--- src/rtl/icr_pkg.sv ---
package icr_pkg;
    localparam int REG_W   = 64;
    localparam int PS_LSB  = 2;
    localparam int PS_W    = 6;
    localparam int KEY_LSB = 8;
    localparam int KEY_W   = 24;
    localparam int RSV_HI_LSB = KEY_LSB + KEY_W;

    typedef struct packed {
        logic [REG_W-1:0] addr;
        logic [REG_W-1:0] attr;
        logic             rsv_flt;
    } icr_state_t;

    function automatic logic [REG_W-1:0] pack_attr(input logic [PS_W-1:0] ps,
                                                   input logic [KEY_W-1:0] key);
        logic [REG_W-1:0] w;
        w = '0;
        w[PS_LSB +: PS_W]   = ps;
        w[KEY_LSB +: KEY_W] = key;
        return w;
    endfunction
endpackage

--- src/rtl/attr_wr_check.sv ---
module attr_wr_check
    import icr_pkg::*;
#(
    parameter logic [63:0] PS_SUPPORT_MASK = 64'h0000_0000_1555_7000,
    parameter int          KEY_IMPL_BITS   = 18
) (
    input  logic [REG_W-1:0] wdata,
    output logic             reject
);
    localparam int KEY_TOP_W = KEY_W - KEY_IMPL_BITS;

    logic rsv_bad;
    logic ps_bad;
    logic key_bad;
    logic [PS_W-1:0] ps_val;

    assign ps_val  = wdata[PS_LSB +: PS_W];
    assign rsv_bad = (|wdata[PS_LSB-1:0]) || (|wdata[REG_W-1:RSV_HI_LSB]);
    assign ps_bad  = !PS_SUPPORT_MASK[ps_val];

    generate
        if (KEY_TOP_W > 0) begin : g_key_chk
            assign key_bad = |wdata[KEY_LSB+KEY_W-1 : KEY_LSB+KEY_IMPL_BITS];
        end else begin : g_key_full
            assign key_bad = 1'b0;
        end
    endgenerate

    assign reject = rsv_bad || ps_bad || key_bad;
endmodule

--- src/rtl/fault_addr_sel.sv ---
module fault_addr_sel
    import icr_pkg::*;
#(
    parameter int BUNDLE_ALIGN_BITS = 4
) (
    input  logic [REG_W-1:0] flt_addr,
    input  logic             second_page,
    output logic [REG_W-1:0] cap_addr
);
    logic [REG_W-1:0] bundle_addr;

    assign bundle_addr = {flt_addr[REG_W-1:BUNDLE_ALIGN_BITS], {BUNDLE_ALIGN_BITS{1'b0}}};
    assign cap_addr    = second_page ? bundle_addr : flt_addr;
endmodule

--- src/rtl/intr_capture_regs.sv ---
module intr_capture_regs
    import icr_pkg::*;
#(
    parameter logic [63:0] PS_SUPPORT_MASK   = 64'h0000_0000_1555_7000,
    parameter int          KEY_IMPL_BITS     = 18,
    parameter int          BUNDLE_ALIGN_BITS = 4
) (
    input  logic         clk,
    input  logic         rst_n,
    input  logic         flt_valid,
    input  logic [63:0]  flt_addr,
    input  logic         flt_second_page,
    input  logic [5:0]   rgn_page_size,
    input  logic [23:0]  rgn_id,
    input  logic         sw_addr_we,
    input  logic [63:0]  sw_addr_wdata,
    input  logic         sw_attr_we,
    input  logic [63:0]  sw_attr_wdata,
    output logic [63:0]  addr_rdata,
    output logic [63:0]  attr_rdata,
    output logic         rsv_fault
);
    icr_state_t st_d, st_q;
    logic [REG_W-1:0] cap_addr;
    logic             wr_reject;

    fault_addr_sel #(.BUNDLE_ALIGN_BITS(BUNDLE_ALIGN_BITS)) i_addr_sel (
        .flt_addr   (flt_addr),
        .second_page(flt_second_page),
        .cap_addr   (cap_addr)
    );

    attr_wr_check #(.PS_SUPPORT_MASK(PS_SUPPORT_MASK), .KEY_IMPL_BITS(KEY_IMPL_BITS)) i_wr_check (
        .wdata (sw_attr_wdata),
        .reject(wr_reject)
    );

    always_comb begin
        st_d         = st_q;
        st_d.rsv_flt = 1'b0;
        if (flt_valid) begin
            st_d.addr = cap_addr;
            st_d.attr = pack_attr(rgn_page_size, rgn_id);
        end else begin
            if (sw_addr_we) begin
                st_d.addr = sw_addr_wdata;
            end
            if (sw_attr_we) begin
                if (wr_reject) begin
                    st_d.rsv_flt = 1'b1;
                end else begin
                    st_d.attr = sw_attr_wdata;
                end
            end
        end
    end

    always_ff @(posedge clk) begin
        if (!rst_n) begin
            st_q <= '0;
        end else begin
            st_q <= st_d;
        end
    end

    assign addr_rdata = st_q.addr;
    assign attr_rdata = st_q.attr;
    assign rsv_fault  = st_q.rsv_flt;


    capture_rsv_zero_chk: assert property (@(posedge clk) disable iff (!rst_n)
        flt_valid |=> (attr_rdata[63:32] == '0) && (attr_rdata[1:0] == '0));


    reject_hold_chk: assert property (@(posedge clk) disable iff (!rst_n)
        rsv_fault |-> $stable(attr_rdata));


    pulse_source_chk: assert property (@(posedge clk) disable iff (!rst_n)
        rsv_fault |-> $past(sw_attr_we && !flt_valid));


    fault_priority_chk: assert property (@(posedge clk) disable iff (!rst_n)
        flt_valid |=> !rsv_fault);


    accept_commit_chk: assert property (@(posedge clk) disable iff (!rst_n)
        (sw_attr_we && !flt_valid && !wr_reject) |=> (attr_rdata == $past(sw_attr_wdata)));


    addr_write_chk: assert property (@(posedge clk) disable iff (!rst_n)
        (sw_addr_we && !flt_valid) |=> (addr_rdata == $past(sw_addr_wdata)));
endmodule

--- config.mk ---
export PLATFORM = sky130hd
export DESIGN_NAME = intr_capture_regs
export DESIGN_NICKNAME = d
export VERILOG_FILES = /design/src/rtl/icr_pkg.sv /design/src/rtl/attr_wr_check.sv /design/src/rtl/fault_addr_sel.sv /design/src/rtl/intr_capture_regs.sv
export SDC_FILE = /design/constraint.sdc
export NUM_CORES = 1
export LEC_CHECK = 0
export BUFFER_PORTS_ARGS = -buffer_cell sky130_fd_sc_hd__buf_4
export CAP_MARGIN = 20
export CELL_PAD_IN_SITES_DETAIL_PLACEMENT = 2
export CELL_PAD_IN_SITES_GLOBAL_PLACEMENT = 2
export CORE_ASPECT_RATIO = 1.4
export CORE_MARGIN = 3
export CORE_UTILIZATION = 25
export CTS_BUF_LIST = sky130_fd_sc_hd__clkbuf_8
export CTS_CLUSTER_DIAMETER = 120
export DETAILED_ROUTE_END_ITERATION = 8
export GPL_TIMING_DRIVEN = 0
export PLACE_DENSITY_LB_ADDON = 0.15
export SYNTH_ARGS = -nofsm -noshare
export SYNTH_HDL_FRONTEND = slang
export SYNTH_SLANG_ARGS = --single-unit
--- constraint.sdc ---
create_clock -name clk -period 3.65 [get_ports clk]
set_input_delay 0.5475 -clock clk [delete_from_list [all_inputs] [get_ports clk]]
set_output_delay 0.5475 -clock clk [all_outputs]
set_load 0.005 [all_outputs]
==> results.sh, run 1 <==
export IMPL_run_status="finished, final reports clean"
export IMPL_cts_tree="done"
export IMPL_max_freq_ghz=0.434
export IMPL_ant_nets=0
export IMPL_internal_power_uw=2380
export IMPL_crit_chain="buf_4 > nor4_1 > nand4_1 > nor4_4 > clkbuf_1 > a211oi_1"
export IMPL_critPathKind="in2reg"
export IMPL_grt_pass1_vias=6561
export IMPL_p_leak_uw=0.00452
export IMPL_n_antenna_cell=0
export IMPL_grt_pass1_wl_um=37200
export IMPL_die_h_um=178
export IMPL_finalHoldViolations=0
export IMPL_synthTopCellsByArea="dfxtp_1 (49%), mux2i_1 (12%), o211a_1 (11%)"
export IMPL_place_congestion=0.820
export IMPL_vias=5710
export IMPL_port_buffers=355
export IMPL_max_stage_delay_ps=560
export IMPL_synth_ff_type="dfxtp_1"
export IMPL_worstMarginPinSlew_ps=842
export IMPL_setup_ws_ps=1340
export IMPL_totalPowerFinal_uw=3320
export IMPL_drt_first_pass_iters=4
export IMPL_routedWlPerCell_um=21.0
export IMPL_dieArea_sq_um=23100
export IMPL_critPathLaunchType="input pin"
export IMPL_path_buf_inv=2
export IMPL_grt_max_degree=17
export IMPL_clk_path_buf_depth=2
export IMPL_pwr_share_clk=0.358
export IMPL_synth_area_sq_um=5310
export IMPL_tns_ps=0
export IMPL_dp_cells=1156
export IMPL_grt_ovfl_total=0
export IMPL_cts_hold_buf=0
export IMPL_yosysTopAreaCell="dfxtp_1"
export IMPL_numCtsBuffers=17
export IMPL_final_setup_viol_count=0
export IMPL_rsz0062_at_grt="no"
export IMPL_maxCapViolCount=0
export IMPL_switching_share=0.283
export IMPL_htree_num_levels=4
export IMPL_pre_cts_ws_ps=790
export IMPL_synth_top_cell_area_share=0.486
export IMPL_post_route_period_util=0.632
export IMPL_critPathTopFamily="simple AND/OR/NAND/NOR gates"
export IMPL_area_growth_syn_to_layout_pct=63.1
export IMPL_slew_headroom=0.439
export IMPL_cp_arrival_ps=2610
export IMPL_grt_total_usage=0.212
export IMPL_synth_cell_types=28
export IMPL_routed_via_density=4.81
export IMPL_fin_crit_ps=2310
export IMPL_synth_avg_cell_area_sq_um=9.75
export IMPL_synth_edf_count=0
export IMPL_synth_warning_count=0
export IMPL_hp_class="in2reg"
export IMPL_layout_cells_non_filler=1187
export IMPL_cts_root_buf="clkbuf_8"
export IMPL_async_reset_ff_frac=0
export IMPL_path_max_fanout=10
export IMPL_drc=0
export IMPL_routed_wl_um=25000
export IMPL_worst_ep_required_time_ps=3950
export IMPL_ys_seq_area_frac=0.486
export IMPL_syn_num_nets=773
export IMPL_cts_setup_buffers=0
export IMPL_clk_latency_ps=430
export IMPL_drtIter0Drc=131
export IMPL_synth_seq_cells=129
export IMPL_critPathSlowestCell="nor4_1"
export IMPL_final_util=0.418
export IMPL_cp_end_kind="register"
export IMPL_peakVddDrop_mv=0.155
export IMPL_dp_final_hpwl_um=20500
export IMPL_powerDensity_nw_per_um2=383
export IMPL_slew_viol_final=0
export IMPL_rrSetupSlack_ps=2770
export IMPL_n_fill_cell=2322
export IMPL_rows=62
export IMPL_cts_num_sinks=129
export IMPL_switchingPower_uw=938
export IMPL_nNetsFinal=1147
export IMPL_drive_gt1_frac=0.425
export IMPL_initial_core_util=0.256
export IMPL_io_pins=357
export IMPL_antenna_found_initial=0
export IMPL_syn_inst=545
export IMPL_finClkSkew_ps=0
export IMPL_cts_resized=0
export IMPL_comb_power_share=0.182
export IMPL_path_clk_slew_ps=80
export IMPL_p_seq_frac=0.460
export IMPL_die_x_um=129
export IMPL_core_sq_um=20700
[cells in the final DEF (no fill, tap or decap), types with 17 or more instances in the layout]
master,Yosys,layout
buf_4,0,355
dfxtp_1,129,129
nand2_1,70,70
mux2i_1,64,64
o211a_1,60,60
and2_1,35,35
clkbuf_1,32,32
nor2_1,26,26
a211oi_1,23,23
o21ai_0,22,22
nor3_1,22,22
clkbuf_8,0,17
[registers in the layout, indices dropped and copies added, names as in the netlist]
register    count
addr_rdata     64
attr_rdata     64
rsv_fault       1
[final timing paths]
kind,startpoint,to,cells after the start
setup reg to reg,addr_rdata[0],addr_rdata[0],4
setup / recovery,sw_attr_wdata[48],attr_rdata[18],6
hold / removal,flt_addr[47],addr_rdata[47],2
hold reg to reg,attr_rdata[6],attr_rdata[6],1
[cells in the mapped netlist, drive strengths merged (2+ instances only)]
library cell and n:
a211oi 23, a21boi 7, a21oi 3, and2 35, buf 15, clkbuf 32, dfxtp 129, mux2i 64
nand2 70, nand3 2, nand3b 7, nand4 4, nor2 26, nor2b 5, nor3 22, nor4 10
nor4b 2, o211a 60, o21ai 22
[area by class of cell]
class | count | area, sq um | area share
Multi-Input combinational cell | 368 | 2540 | 0.293
Clock buffer | 17 | 234 | 0.0270
Inverter | 1 | 3.75 | 0.000433
Timing Repair Buffer | 355 | 2670 | 0.308
Buffer | 47 | 186 | 0.0215
Tap cell | 256 | 320 | 0.0370
Clock inverter | 14 | 133 | 0.0153
Sequential cell | 129 | 2580 | 0.298
[kinds of logic (layout without fill, tap and decap cells)]
logic type             count (synthesis)  after routing  synth area share
AO/OA/AOI/OAI                        120            120             0.186
buffers and inverters                 48            434            0.0358
flip-flops                           129            129             0.486
multiplexers                          64             64             0.121
AND/OR/NAND/NOR                      184            184             0.171
[routing by layer]
layer | routed length [um] | global-route usage | up-vias
met4 | 478 | 0.0679 | 0
met1 | 8220 | 0.197 | 2754
met3 | 2170 | 0.0764 | 24
met2 | 14100 | 0.418 | 244
met5 | 0 | 0 | -
li1 | - | - | 2688
[power groups by stage]
| stage | Sequential, uW | Combinational, uW | Clock (uW) |
|---|---|---|---|
| 6_report | 1530 | 604 | 1190 |
| 5_1_grt | 1540 | 665 | 1290 |
| 4_1_cts | 1530 | 618 | 1230 |
| 3_5_place_dp | 1560 | 615 | 0 |
| 3_3_place_gp | 1550 | 587 | 0 |
| 2_1_floorplan | 1560 | 211 | 0 |
[metrics by stage]
step,instance area [sq um],hold slack [ps]
2_1_floorplan,5310,450
3_3_place_gp,8300,444
3_5_place_dp,8300,445
4_1_cts,8660,282
5_1_grt,8660,293
6_report,8660,324
Power figures use the tool's default switching activity.
==> inputs of run 2 (changes only) <==
- ABC_AREA: not set -> 1
- CORE_UTILIZATION: 25 -> 19
- clock period: 3.65 -> 1.86 ns (I/O delays scaled with it)
==> results.sh, run 2 <==
export IMPL_yosysTopAreaCell="dfxtp_1"
export IMPL_switching_share=0.295
export IMPL_routedWlPerCell_um=16.9
export IMPL_die_x_um=157
export IMPL_critPathSlowestCell="nor2_4"
export IMPL_layout_cells_non_filler=1725
export IMPL_drive_gt1_frac=0.302
export IMPL_async_reset_ff_frac=0
export IMPL_fin_crit_ps=1520
export IMPL_htree_num_levels=4
export IMPL_switchingPower_uw=2000
export IMPL_mostFrequentLayoutCell="buf_4"
export IMPL_path_clk_slew_ps=90
export IMPL_synth_area_sq_um=6070
export IMPL_critPathKind="in2reg"
export IMPL_io_pins=357
export IMPL_synth_edf_count=0
export IMPL_cts_num_sinks=129
export IMPL_cts_tree="done"
export IMPL_grt_pass1_wl_um=43800
export IMPL_routed_wl_um=29200
export IMPL_vias=7288
export IMPL_powerDensity_nw_per_um2=705
export IMPL_grt_max_degree=17
export IMPL_grt_total_usage=0.169
export IMPL_ff_latch_area_sq_um=2580
export IMPL_maxCapViolCount=0
export IMPL_run_status="finished, final reports clean"
export IMPL_dpl_cell_area_sq_um=9220
export IMPL_crit_chain="buf_4 > nand2_1 > nand3_1 > nand2_1 > nand3_1 > nor2_4 > nand3_4 > nand2_2 > buf_6 > nor2_1 > nor2_1 > nor2_1"
export IMPL_max_stage_delay_ps=270
export IMPL_cpMostUsedCell="nor2_1"
export IMPL_cts_hold_buf=0
export IMPL_drc=0
export IMPL_worstHoldPathCells=3
export IMPL_drtIter0Drc=204
export IMPL_postLayoutCellArea_sq_um=9640
export IMPL_rsz0062_at_grt="no"
export IMPL_critPathLaunchType="input pin"
export IMPL_grt_ovfl_total=0
export IMPL_rows=76
export IMPL_worstHoldEndpoint="attr_rdata[27]"
export IMPL_nNetsFinal=1549
export IMPL_syn_inst=948
export IMPL_clk_path_buf_depth=2
export IMPL_area_growth_syn_to_layout_pct=58.9
export IMPL_synth_avg_cell_area_sq_um=6.40
export IMPL_routed_via_density=4.22
export IMPL_worst_ep_required_time_ps=2220
export IMPL_hp_start="rgn_id[19]"
export IMPL_final_setup_viol_count=0
export IMPL_internal_power_uw=4800
export IMPL_timing_rr_end="addr_rdata[51]"
export IMPL_clk_latency_ps=480
export IMPL_synth_common_cells="inv_1 (205), nand2_1 (195), nor2_1 (148)"
export IMPL_syn_num_nets=1176
export IMPL_cp_end_kind="register"
export IMPL_slew_headroom=0.528
export IMPL_multi_input_area_sq_um=2470
export IMPL_n_fill_cell=3834
export IMPL_r2r_cells=4
export IMPL_peakVddDrop_mv=0.403
export IMPL_ant_nets=0
export IMPL_slew_viol_final=0
export IMPL_dp_final_hpwl_um=23600
export IMPL_ys_seq_area_frac=0.425
export IMPL_place_congestion=0.748
export IMPL_numCtsBuffers=17
export IMPL_tns_ps=0
export IMPL_final_util=0.310
export IMPL_layout_common_cells="buf_4 (354), inv_1 (205), nand2_1 (195), nor2_1 (147), dfxtp_1 (129)"
export IMPL_core_sq_um=31100
export IMPL_dieArea_sq_um=34200
export IMPL_grt_pass1_vias=7854
export IMPL_crit_start="sw_attr_wdata[3]"
export IMPL_cts_root_buf="clkbuf_8"
export IMPL_port_buffers=354
export IMPL_initial_core_util=0.195
export IMPL_finalHoldViolations=0
export IMPL_synth_seq_cells=129
export IMPL_r2r_start="addr_rdata[51]"
export IMPL_post_route_period_util=0.818
export IMPL_synth_ff_type="dfxtp_1"
export IMPL_synth_warning_count=0
export IMPL_comb_power_share=0.178
export IMPL_p_leak_uw=0.00524
export IMPL_worstMarginPinSlew_ps=709
export IMPL_yosysMostFrequentCell="inv_1"
export IMPL_hp_class="in2reg"
export IMPL_max_freq_ghz=0.657
export IMPL_antenna_found_initial=1
export IMPL_path_max_fanout=10
export IMPL_pwr_share_clk=0.387
export IMPL_finClkSkew_ps=0
export IMPL_synth_top_cell_area_share=0.425
export IMPL_synth_cell_types=20
export IMPL_synthTopCellsByArea="dfxtp_1 (43%), inv_1 (13%), nand2_1 (12%)"
export IMPL_drt_first_pass_iters=4
export IMPL_p_seq_frac=0.435
export IMPL_cp_arrival_ps=1880
export IMPL_whs_ps=49.3
export IMPL_rrSetupSlack_ps=1080
export IMPL_dp_cells=1692
export IMPL_die_h_um=218
[run 2: changes by cell type after synthesis, sizes merged, moves of 42 or more]
cell and delta:
nor2 +123, inv +204, nand2 +126, o21ai +42
mux2i -64, o211a -60, nand3 +75
[run 2: per-layer routing]
| layer | global-route usage | vias to the layer above | wire [um] |
|---|---|---|---|
| met5 | 0 | - | 0 |
| met3 | 0.0502 | 17 | 2140 |
| met4 | 0.0547 | 0 | 442 |
| met2 | 0.318 | 215 | 15900 |
| met1 | 0.176 | 3438 | 10700 |
| li1 | - | 3618 | - |
[run 2: final cells by class]
cell class,count,area share
repair buffers,354,0.276
well taps,390,0.0506
clock buffers,18,0.0257
clock inverters,14,0.0174
plain buffers,61,0.0267
multi-input cells,552,0.256
diodes,1,0.000259
flip-flops and latches,129,0.268
inverters,206,0.0802
[run 2: kinds of logic after synthesis]
logic type / share of synthesized area
and+or+nand+nor: 0.305
buffers and inverters: 0.170
DFF: 0.425
AOI/OAI and AO/OA: 0.0998
[run 2: power by group through the flow]
stage	Combinational [uW]	Sequential [uW]	Clock, uW
floorplan	447	3030	0
global placement	1230	3020	0
detailed placement	1250	3020	0
CTS	1260	2960	2760
global route	1380	2980	2870
finish	1210	2960	2630
[run 2: worst max-delay path: cells and delay by family]
kind                   cells  cell delay [ps]
and+or+nand+nor           10             1280
buffers and inverters      2              310
[run 2: what timing repair did]
item	CTS	global route
gates resized for setup	0	2
setup endpoints to repair	0	20
setup buffers	0	0
[run 2: how the worst max path moves through the flow]
stage	end	slack [ps]	depth (start not counted)
after floorplan	attr_rdata[10]	420	11
after global placement	attr_rdata[12]	-470	10
after detailed placement	attr_rdata[6]	-450	10
after CTS	attr_rdata[23]	70	10
after global routing	attr_rdata[19]	80	12
final	attr_rdata[6]	340	12
[run 2: metrics by stage]
step           total power (uW)  worst slack, ps
6_report                   6800              338
5_1_grt                    7220             85.0
4_1_cts                    6980             66.7
3_5_place_dp               4270             -452
3_3_place_gp               4250             -468
2_1_floorplan              3470              421
